==> src/rtl/fps_pkg.sv <==
package fps_pkg;
   // register byte offsets (byte 3 of the address deliberately apart)
   localparam logic [7:0] OFS_CMD   = 8'h00;
   localparam logic [7:0] OFS_RDATA = 8'h04;
   localparam logic [7:0] OFS_WDATA = 8'h08;
   localparam logic [7:0] OFS_ADR0  = 8'h10;
   localparam logic [7:0] OFS_ADR1  = 8'h14;
   localparam logic [7:0] OFS_ADR2  = 8'h18;
   localparam logic [7:0] OFS_MODE  = 8'h1C;
   localparam logic [7:0] OFS_FAST  = 8'h20;
   localparam logic [7:0] OFS_RDOP  = 8'h24;
   localparam logic [7:0] OFS_GUARD = 8'h28;
   localparam logic [7:0] OFS_ADR3  = 8'h3C;

   localparam logic [7:0] TRIG_RD   = 8'h81;
   localparam logic [7:0] TRIG_WR   = 8'h90;
   localparam logic [7:0] GUARD_KEY = 8'h30;

   localparam logic [7:0] OP_READ   = 8'h03;
   localparam logic [7:0] OP_PROG   = 8'h02;
   localparam logic [7:0] OP_WREN   = 8'h06;

   localparam int MODE_FOURB_BIT = 4;
   localparam int ADDR_BYTES_MAX = 4;

   typedef enum logic [2:0] {
      PH_IDLE, PH_WREN, PH_GAP, PH_OP, PH_ADDR, PH_DUMMY, PH_DATA
   } phase_t;

   function automatic logic [7:0] adr_ofs(input int idx);
      case (idx)
         0:       return OFS_ADR0;
         1:       return OFS_ADR1;
         2:       return OFS_ADR2;
         default: return OFS_ADR3;
      endcase
   endfunction
endpackage

==> src/rtl/fps_shift.sv <==
module fps_shift #(
   parameter int HALF_PERIOD = 2
) (
   input  logic       clk,
   input  logic       rst_n,
   input  logic       go,
   input  logic [7:0] tx,
   input  logic       miso,
   output logic       sck,
   output logic       mosi,
   output logic       done,
   output logic [7:0] rx
);
   logic       active;
   logic       sck_q;
   logic [2:0] bitn;
   logic [7:0] sh;
   logic [7:0] rx_q;
   logic       done_q;
   logic       tick;

   generate
      if (HALF_PERIOD == 1) begin : g_nodiv
         assign tick = active;
      end else begin : g_div
         localparam int CW = $clog2(HALF_PERIOD);
         logic [CW-1:0] cnt;
         always_ff @(posedge clk or negedge rst_n) begin
            if (!rst_n)                  cnt <= '0;
            else if (go || !active || tick) cnt <= '0;
            else                         cnt <= cnt + 1'b1;
         end
         assign tick = active && (cnt == CW'(HALF_PERIOD - 1));
      end
   endgenerate

   always_ff @(posedge clk or negedge rst_n) begin
      if (!rst_n) begin
         active <= 1'b0;
         sck_q  <= 1'b0;
         bitn   <= '0;
         sh     <= '0;
         rx_q   <= '0;
         done_q <= 1'b0;
      end else begin
         done_q <= 1'b0;
         if (go) begin
            active <= 1'b1;
            sh     <= tx;
            bitn   <= '0;
            sck_q  <= 1'b0;
         end else if (tick) begin
            if (!sck_q) begin
               sck_q <= 1'b1;
               rx_q  <= {rx_q[6:0], miso};
            end else begin
               sck_q <= 1'b0;
               if (bitn == 3'd7) begin
                  active <= 1'b0;
                  done_q <= 1'b1;
               end else begin
                  bitn <= bitn + 3'd1;
                  sh   <= {sh[6:0], 1'b0};
               end
            end
         end
      end
   end

   assign sck  = sck_q;
   assign mosi = sh[7];
   assign done = done_q;
   assign rx   = rx_q;

   p_done_low_r3: assert property (@(posedge clk) disable iff (!rst_n)
      done_q |-> !sck_q);
endmodule

==> src/rtl/fps_regs.sv <==
module fps_regs
   import fps_pkg::*;
(
   input  logic        clk,
   input  logic        rst_n,
   input  logic        bus_we,
   input  logic [7:0]  bus_addr,
   input  logic [7:0]  bus_wdata,
   output logic [7:0]  bus_rdata,
   input  logic        adv,
   input  logic        rd_done,
   input  logic [7:0]  rd_byte,
   output logic        launch_rd,
   output logic        launch_wr,
   output logic        busy,
   output logic        guard_ok,
   output logic [31:0] addr,
   output logic        four_byte,
   output logic        fast,
   output logic [7:0]  rd_opcode,
   output logic [7:0]  wr_byte
);
   localparam int AB = ADDR_BYTES_MAX;

   logic [7:0]      cmd_q;
   logic [7:0]      rdata_q;
   logic [7:0]      wdata_q;
   logic [7:0]      mode_q;
   logic            fast_q;
   logic [7:0]      rdop_q;
   logic [7:0]      guard_q;
   logic [8*AB-1:0] adr_q;
   logic [8*AB-1:0] adr_nxt;
   logic            cfg_we;
   logic            cmd_we;

   assign busy     = (cmd_q != 8'h00);
   assign guard_ok = (guard_q == GUARD_KEY);
   assign cfg_we   = bus_we && !busy;
   assign cmd_we   = cfg_we && guard_ok && (bus_addr == OFS_CMD);
   assign launch_rd = cmd_we && (bus_wdata == TRIG_RD);
   assign launch_wr = cmd_we && (bus_wdata == TRIG_WR);

   assign four_byte = mode_q[MODE_FOURB_BIT];
   assign adr_nxt   = four_byte ? adr_q + 32'd1
                                : {adr_q[31:24], adr_q[23:0] + 24'd1};

   always_ff @(posedge clk or negedge rst_n) begin
      if (!rst_n) begin
         cmd_q   <= '0;
         rdata_q <= '0;
         wdata_q <= '0;
         mode_q  <= '0;
         fast_q  <= 1'b0;
         rdop_q  <= '0;
         guard_q <= '0;
         adr_q   <= '0;
      end else begin
         if (adv)                            cmd_q <= '0;
         else if (launch_rd || launch_wr)    cmd_q <= bus_wdata;
         if (rd_done) rdata_q <= rd_byte;
         if (adv) begin
            adr_q <= adr_nxt;
         end else if (cfg_we) begin
            for (int i = 0; i < AB; i++)
               if (bus_addr == adr_ofs(i)) adr_q[8*i +: 8] <= bus_wdata;
         end
         if (cfg_we) begin
            case (bus_addr)
               OFS_WDATA: wdata_q <= bus_wdata;
               OFS_MODE:  mode_q  <= bus_wdata;
               OFS_FAST:  fast_q  <= bus_wdata[0];
               OFS_RDOP:  rdop_q  <= bus_wdata;
               OFS_GUARD: guard_q <= bus_wdata;
               default: ;
            endcase
         end
      end
   end

   always_comb begin
      case (bus_addr)
         OFS_CMD:   bus_rdata = cmd_q;
         OFS_RDATA: bus_rdata = rdata_q;
         OFS_WDATA: bus_rdata = wdata_q;
         OFS_ADR0:  bus_rdata = adr_q[7:0];
         OFS_ADR1:  bus_rdata = adr_q[15:8];
         OFS_ADR2:  bus_rdata = adr_q[23:16];
         OFS_ADR3:  bus_rdata = adr_q[31:24];
         OFS_MODE:  bus_rdata = mode_q;
         OFS_FAST:  bus_rdata = {7'd0, fast_q};
         OFS_RDOP:  bus_rdata = rdop_q;
         OFS_GUARD: bus_rdata = guard_q;
         default:   bus_rdata = 8'h00;
      endcase
   end

   assign addr      = adr_q;
   assign fast      = fast_q;
   assign rd_opcode = rdop_q;
   assign wr_byte   = wdata_q;

   p_addr_hold_r9: assert property (@(posedge clk) disable iff (!rst_n)
      (busy && !adv) |=> $stable(adr_q));
   p_addr_step_r7: assert property (@(posedge clk) disable iff (!rst_n)
      adv |=> (adr_q[23:0] == $past(adr_q[23:0]) + 24'd1));
endmodule

==> src/rtl/fps_seq.sv <==
module fps_seq
   import fps_pkg::*;
#(
   parameter int GAP_CYCLES = 4
) (
   input  logic        clk,
   input  logic        rst_n,
   input  logic        launch_rd,
   input  logic        launch_wr,
   input  logic [31:0] addr,
   input  logic        four_byte,
   input  logic        fast,
   input  logic [7:0]  rd_opcode,
   input  logic [7:0]  wr_byte,
   input  logic        sh_done,
   input  logic [7:0]  sh_rx,
   output logic        sh_go,
   output logic [7:0]  sh_tx,
   output logic        cs_n,
   output logic        adv,
   output logic        rd_done,
   output logic [7:0]  rd_byte
);
   localparam int GW = $clog2(GAP_CYCLES + 1);

   phase_t        ph;
   logic          is_wr;
   logic [1:0]    aidx;
   logic [GW-1:0] gcnt;

   always_comb begin
      case (ph)
         PH_WREN: sh_tx = OP_WREN;
         PH_OP:   sh_tx = is_wr ? OP_PROG : (fast ? rd_opcode : OP_READ);
         PH_ADDR: sh_tx = addr[{aidx, 3'b000} +: 8];
         PH_DATA: sh_tx = is_wr ? wr_byte : 8'h00;
         default: sh_tx = 8'h00;
      endcase
   end

   always_ff @(posedge clk or negedge rst_n) begin
      if (!rst_n) begin
         ph      <= PH_IDLE;
         is_wr   <= 1'b0;
         aidx    <= '0;
         gcnt    <= '0;
         cs_n    <= 1'b1;
         sh_go   <= 1'b0;
         adv     <= 1'b0;
         rd_done <= 1'b0;
         rd_byte <= '0;
      end else begin
         sh_go   <= 1'b0;
         adv     <= 1'b0;
         rd_done <= 1'b0;
         case (ph)
            PH_IDLE: begin
               if (launch_wr) begin
                  is_wr <= 1'b1;
                  ph    <= PH_WREN;
                  cs_n  <= 1'b0;
                  sh_go <= 1'b1;
               end else if (launch_rd) begin
                  is_wr <= 1'b0;
                  ph    <= PH_OP;
                  cs_n  <= 1'b0;
                  sh_go <= 1'b1;
               end
            end
            PH_WREN: if (sh_done) begin
               ph   <= PH_GAP;
               cs_n <= 1'b1;
               gcnt <= '0;
            end
            PH_GAP: begin
               if (gcnt == GW'(GAP_CYCLES - 1)) begin
                  ph    <= PH_OP;
                  cs_n  <= 1'b0;
                  sh_go <= 1'b1;
               end else begin
                  gcnt <= gcnt + 1'b1;
               end
            end
            PH_OP: if (sh_done) begin
               ph    <= PH_ADDR;
               aidx  <= four_byte ? 2'd3 : 2'd2;
               sh_go <= 1'b1;
            end
            PH_ADDR: if (sh_done) begin
               sh_go <= 1'b1;
               if (aidx == 2'd0) ph <= (!is_wr && fast) ? PH_DUMMY : PH_DATA;
               else              aidx <= aidx - 2'd1;
            end
            PH_DUMMY: if (sh_done) begin
               ph    <= PH_DATA;
               sh_go <= 1'b1;
            end
            PH_DATA: if (sh_done) begin
               ph   <= PH_IDLE;
               cs_n <= 1'b1;
               adv  <= 1'b1;
               if (!is_wr) begin
                  rd_done <= 1'b1;
                  rd_byte <= sh_rx;
               end
            end
            default: ph <= PH_IDLE;
         endcase
      end
   end

   p_gap_high_r5: assert property (@(posedge clk) disable iff (!rst_n)
      (ph == PH_GAP) |-> (cs_n && !sh_go));
   p_done_in_frame_r3: assert property (@(posedge clk) disable iff (!rst_n)
      sh_done |-> (ph != PH_IDLE && ph != PH_GAP));
endmodule

==> src/rtl/flash_pio_sequencer.sv <==
module flash_pio_sequencer
   import fps_pkg::*;
#(
   parameter int HALF_PERIOD = 2,
   parameter int GAP_CYCLES  = 4
) (
   input  logic       clk,
   input  logic       rst_n,
   input  logic       bus_we,
   input  logic [7:0] bus_addr,
   input  logic [7:0] bus_wdata,
   output logic [7:0] bus_rdata,
   output logic       spi_sck,
   output logic       spi_cs_n,
   output logic       spi_mosi,
   input  logic       spi_miso
);
   generate
      if (HALF_PERIOD < 1) begin : g_bad_half
         $error("HALF_PERIOD must be at least 1");
      end
      if (GAP_CYCLES < 1) begin : g_bad_gap
         $error("GAP_CYCLES must be at least 1");
      end
   endgenerate

   logic        launch_rd, launch_wr, busy, guard_ok;
   logic [31:0] addr;
   logic        four_byte, fast;
   logic [7:0]  rd_opcode, wr_byte;
   logic        sh_go, sh_done;
   logic [7:0]  sh_tx, sh_rx;
   logic        adv, rd_done;
   logic [7:0]  rd_byte;

   fps_regs u_regs (
      .clk       (clk),
      .rst_n     (rst_n),
      .bus_we    (bus_we),
      .bus_addr  (bus_addr),
      .bus_wdata (bus_wdata),
      .bus_rdata (bus_rdata),
      .adv       (adv),
      .rd_done   (rd_done),
      .rd_byte   (rd_byte),
      .launch_rd (launch_rd),
      .launch_wr (launch_wr),
      .busy      (busy),
      .guard_ok  (guard_ok),
      .addr      (addr),
      .four_byte (four_byte),
      .fast      (fast),
      .rd_opcode (rd_opcode),
      .wr_byte   (wr_byte)
   );

   fps_seq #(.GAP_CYCLES(GAP_CYCLES)) u_seq (
      .clk       (clk),
      .rst_n     (rst_n),
      .launch_rd (launch_rd),
      .launch_wr (launch_wr),
      .addr      (addr),
      .four_byte (four_byte),
      .fast      (fast),
      .rd_opcode (rd_opcode),
      .wr_byte   (wr_byte),
      .sh_done   (sh_done),
      .sh_rx     (sh_rx),
      .sh_go     (sh_go),
      .sh_tx     (sh_tx),
      .cs_n      (spi_cs_n),
      .adv       (adv),
      .rd_done   (rd_done),
      .rd_byte   (rd_byte)
   );

   fps_shift #(.HALF_PERIOD(HALF_PERIOD)) u_shift (
      .clk   (clk),
      .rst_n (rst_n),
      .go    (sh_go),
      .tx    (sh_tx),
      .miso  (spi_miso),
      .sck   (spi_sck),
      .mosi  (spi_mosi),
      .done  (sh_done),
      .rx    (sh_rx)
   );

   p_sck_idle_r1: assert property (@(posedge clk) disable iff (!rst_n)
      spi_cs_n |-> !spi_sck);
   p_locked_quiet_r2: assert property (@(posedge clk) disable iff (!rst_n)
      (!guard_ok && !busy) |-> spi_cs_n);
endmodule

==> config.mk <==
export PLATFORM = sky130hd
export DESIGN_NAME = flash_pio_sequencer
export DESIGN_NICKNAME = d
export VERILOG_FILES = /design/src/rtl/fps_pkg.sv /design/src/rtl/fps_shift.sv /design/src/rtl/fps_regs.sv /design/src/rtl/fps_seq.sv /design/src/rtl/flash_pio_sequencer.sv
export SDC_FILE = /design/constraint.sdc
export NUM_CORES = 1
export LEC_CHECK = 0
export CORE_UTILIZATION = 55
export CTS_BUF_LIST = sky130_fd_sc_hd__clkbuf_4 sky130_fd_sc_hd__clkbuf_8
export DETAILED_ROUTE_END_ITERATION = 12
export GPL_ROUTABILITY_DRIVEN = 0
export PLACE_DENSITY_LB_ADDON = 0.15
export SYNTH_ARGS = -nofsm -noshare
export SYNTH_HDL_FRONTEND = slang
export SYNTH_HIERARCHICAL = 1
export SYNTH_SLANG_ARGS = --single-unit
==> constraint.sdc <==
create_clock -name clk -period 3.4 [get_ports clk]
set_clock_uncertainty 0.15 [all_clocks]
set_input_delay 0.68 -clock clk [delete_from_list [all_inputs] [get_ports clk]]
set_output_delay 0.68 -clock clk [all_outputs]
set_load 0.02 [all_outputs]
==> impl_results.md <==
* Run status: finished clean
* Area delta synth->final at 15.57%
* Wire per inst at between 20 and 25 um
* Worst-Skew Late Latency at around 470 ps
* Post-DR vias/cell at between 6 and 7
* Post-layout utilization of the core at 0.6586
* Avg Cell Area, Syn at approximately 11 um^2
* Power per cell area at around 360 mW/mm^2
* Met3 wire len at ~1900 um
* CTS sink count at around 130
* YS warnings at 6
* WS Path Type: in2out
* Overall Global Routing Usage at 0.3313
* I/O Pins at 31
* Die X at ~120 um
* WL final at 21190 um
* Post-Place Cells at between 800 and 900
* Antenna fix cells at 0
* Metal-1 WL at between 8000 and 9000 um
* Crit start category: input pin
* Post-place setup slack at -497.8 ps
* Hold buffer count at cts at 0
* Cells after synthesis at 691
* RSZ-0062 raised after global routing: yes
* Final Cycle Share at 0.9900
* Most frequent cells in the layout: dfrtp_1 (124), nand2_1 (67), mux2_2 (67)
* GRT Residual Overflow at 0
* Top layer in use: met4
* Worst reg2reg setup slack at 650 ps
* Core Rows at approximately 40
* Die height at roughly 120 um
* Clk slew on worst S/H paths at approximately 70 ps
* Area of the multi-input gates at 0.003924 mm^2
* Initial Utilization at 0.5699
* Worst-margin pin slew at a little under 700 ps
* Final worst setup slack at about 34 ps
* Worst relative slew slack at 0.5424
* Vias in the first global route at a little under 6000
* Maximum operating frequency at roughly 300 MHz
* Cts bufs inserted at 17
* CTS Root Cell: clkbuf_8
* Fin crit period at ~3400 ps
* Crit path DAT at 2540 ps
* Post-DP HPWL at around 15000 um
* Layout cells sized above 1 at 0.2857
* Buffer depth of the longest clock path at 2
* Mapped Nets at between 700 and 800
* Post-DRT Antenna Nets at 0
* Port-buffer cells at 30
* Initial antenna violation count at 0
* WP data required at between 2000 and 3000 ps
* Worst hold path class: in2async
* Final setup violation count at 0
* Crit end category: primary output
* Iter 0 DRT Violations at approximately 920
* Routed vias at around 6200
* Max-cap violations at 0
* FF+latch area at about 0.0031 mm^2
* R2R depth at 8
* Core area at approximately 0.013 mm^2
* Fin nets at slightly below 800
* Pre-Repair DR Iteration Count at 8
* Final count of hold timing violations at 0
* Fillers at 1019
* Residual DRC count at 0
* Full die area at 0.01370 mm^2
* Commonest non-fill, non-tap cell in the layout: dfrtp_1
* CTS H-tree lvls at 4
* Global-route wire length before repair at roughly 33000 um
* Pin count of the biggest net entering global routing at 58
* Critical-path maximum fanout at 12
* Hold_ws at around 52 ps
* TritonCTS clock tree: yes
* Syn Std Cell Area at 0.007279 mm^2
* Slew Limit Fails at 0
* Layout Cells excl Fill at about 940
* Met2 WL at between 9000 and 10000 um
* Peak supply drop at around 0.33 mV
* Static Leak at between 3 and 4 nW
layer usage:
layer  vias up  global-route usage
li1       2729                   -
met1      3070              0.4541
met2       373              0.5112
met3        72             0.07261
met4         0              0.1392
met5         -                   0
worst paths after layout:
| path | start | endpoint |
|---|---|---|
| max | bus_addr[3] | bus_rdata[1] |
| min | rst_n | u_regs/addr[17]$_DFFE_PN0P_ |
| max reg2reg | u_regs/guard_q[6]$_DFFE_PN0P_ | u_seq/ph[1]$_DFFE_PN0P_ |
| min reg2reg | u_shift/sh[7]$_DFFE_PN0P_ | u_shift/sh[7]$_DFFE_PN0P_ |
| max in group asynchronous | rst_n | u_regs/addr[20]$_DFFE_PN0P_ |
| min in group clk | u_shift/sh[7]$_DFFE_PN0P_ | u_shift/sh[7]$_DFFE_PN0P_ |
repair_timing:
| item | CTS | global route |
|---|---|---|
| gates resized for setup | 37 | 17 |
| setup endpoints to repair | 8 | 8 |
| pin swaps | 3 | 2 |
| buffers inserted | 4 | 0 |
sequential cells by signal, summed over array words and instances, names as in the netlist, 2 cells and up:
| register | count |
|---|---|
| u_regs/cmd_q | 8 |
| u_shift/sh | 8 |
| u_shift/rx | 8 |
| u_shift/bitn | 3 |
| u_seq/gcnt | 3 |
| u_seq/rd_byte | 8 |
| u_regs/wr_byte | 8 |
| u_seq/ph | 3 |
| u_regs/mode_q | 8 |
| u_regs/rd_opcode | 8 |
| u_regs/guard_q | 8 |
| u_regs/rdata_q | 8 |
| u_seq/aidx | 2 |
| u_regs/addr | 32 |
critical path, stage by stage:
cell             delay (ps)
clkdlybuf4s15_1         220
buf_6                   160
nor4b_2                 150
buf_4                   180
buf_4                   150
a22o_1                  230
a222oi_1                340
nand4_1                 200
buf_4                   200
stage by stage:
stage               cell area [um^2]  power (W)  TNS (ps)
detailed placement              8001   0.001844     -4316
CTS                             8386   0.003040         0
global placement                8001   0.001835     -3419
floorplan                       7279   0.001692         0
global route                    8413   0.003130    -6.979
finish                          8413   0.003031         0
power breakdown:
part           total, W  switching, W  internal (W)
logic          0.000237      0.000132      0.000105
clock network   0.00120      0.000667      0.000536
registers       0.00159     0.0000689       0.00152
layout make-up:
class / instances / area share
inverter: 16 / 0.007139
multi-input combinational: 504 / 0.4664
timing repair buffer: 86 / 0.08656
tap: 172 / 0.02558
clock inverter: 13 / 0.01279
clock buffer: 19 / 0.02960
sequential: 125 / 0.3720
(Power assumes the default switching activity.)
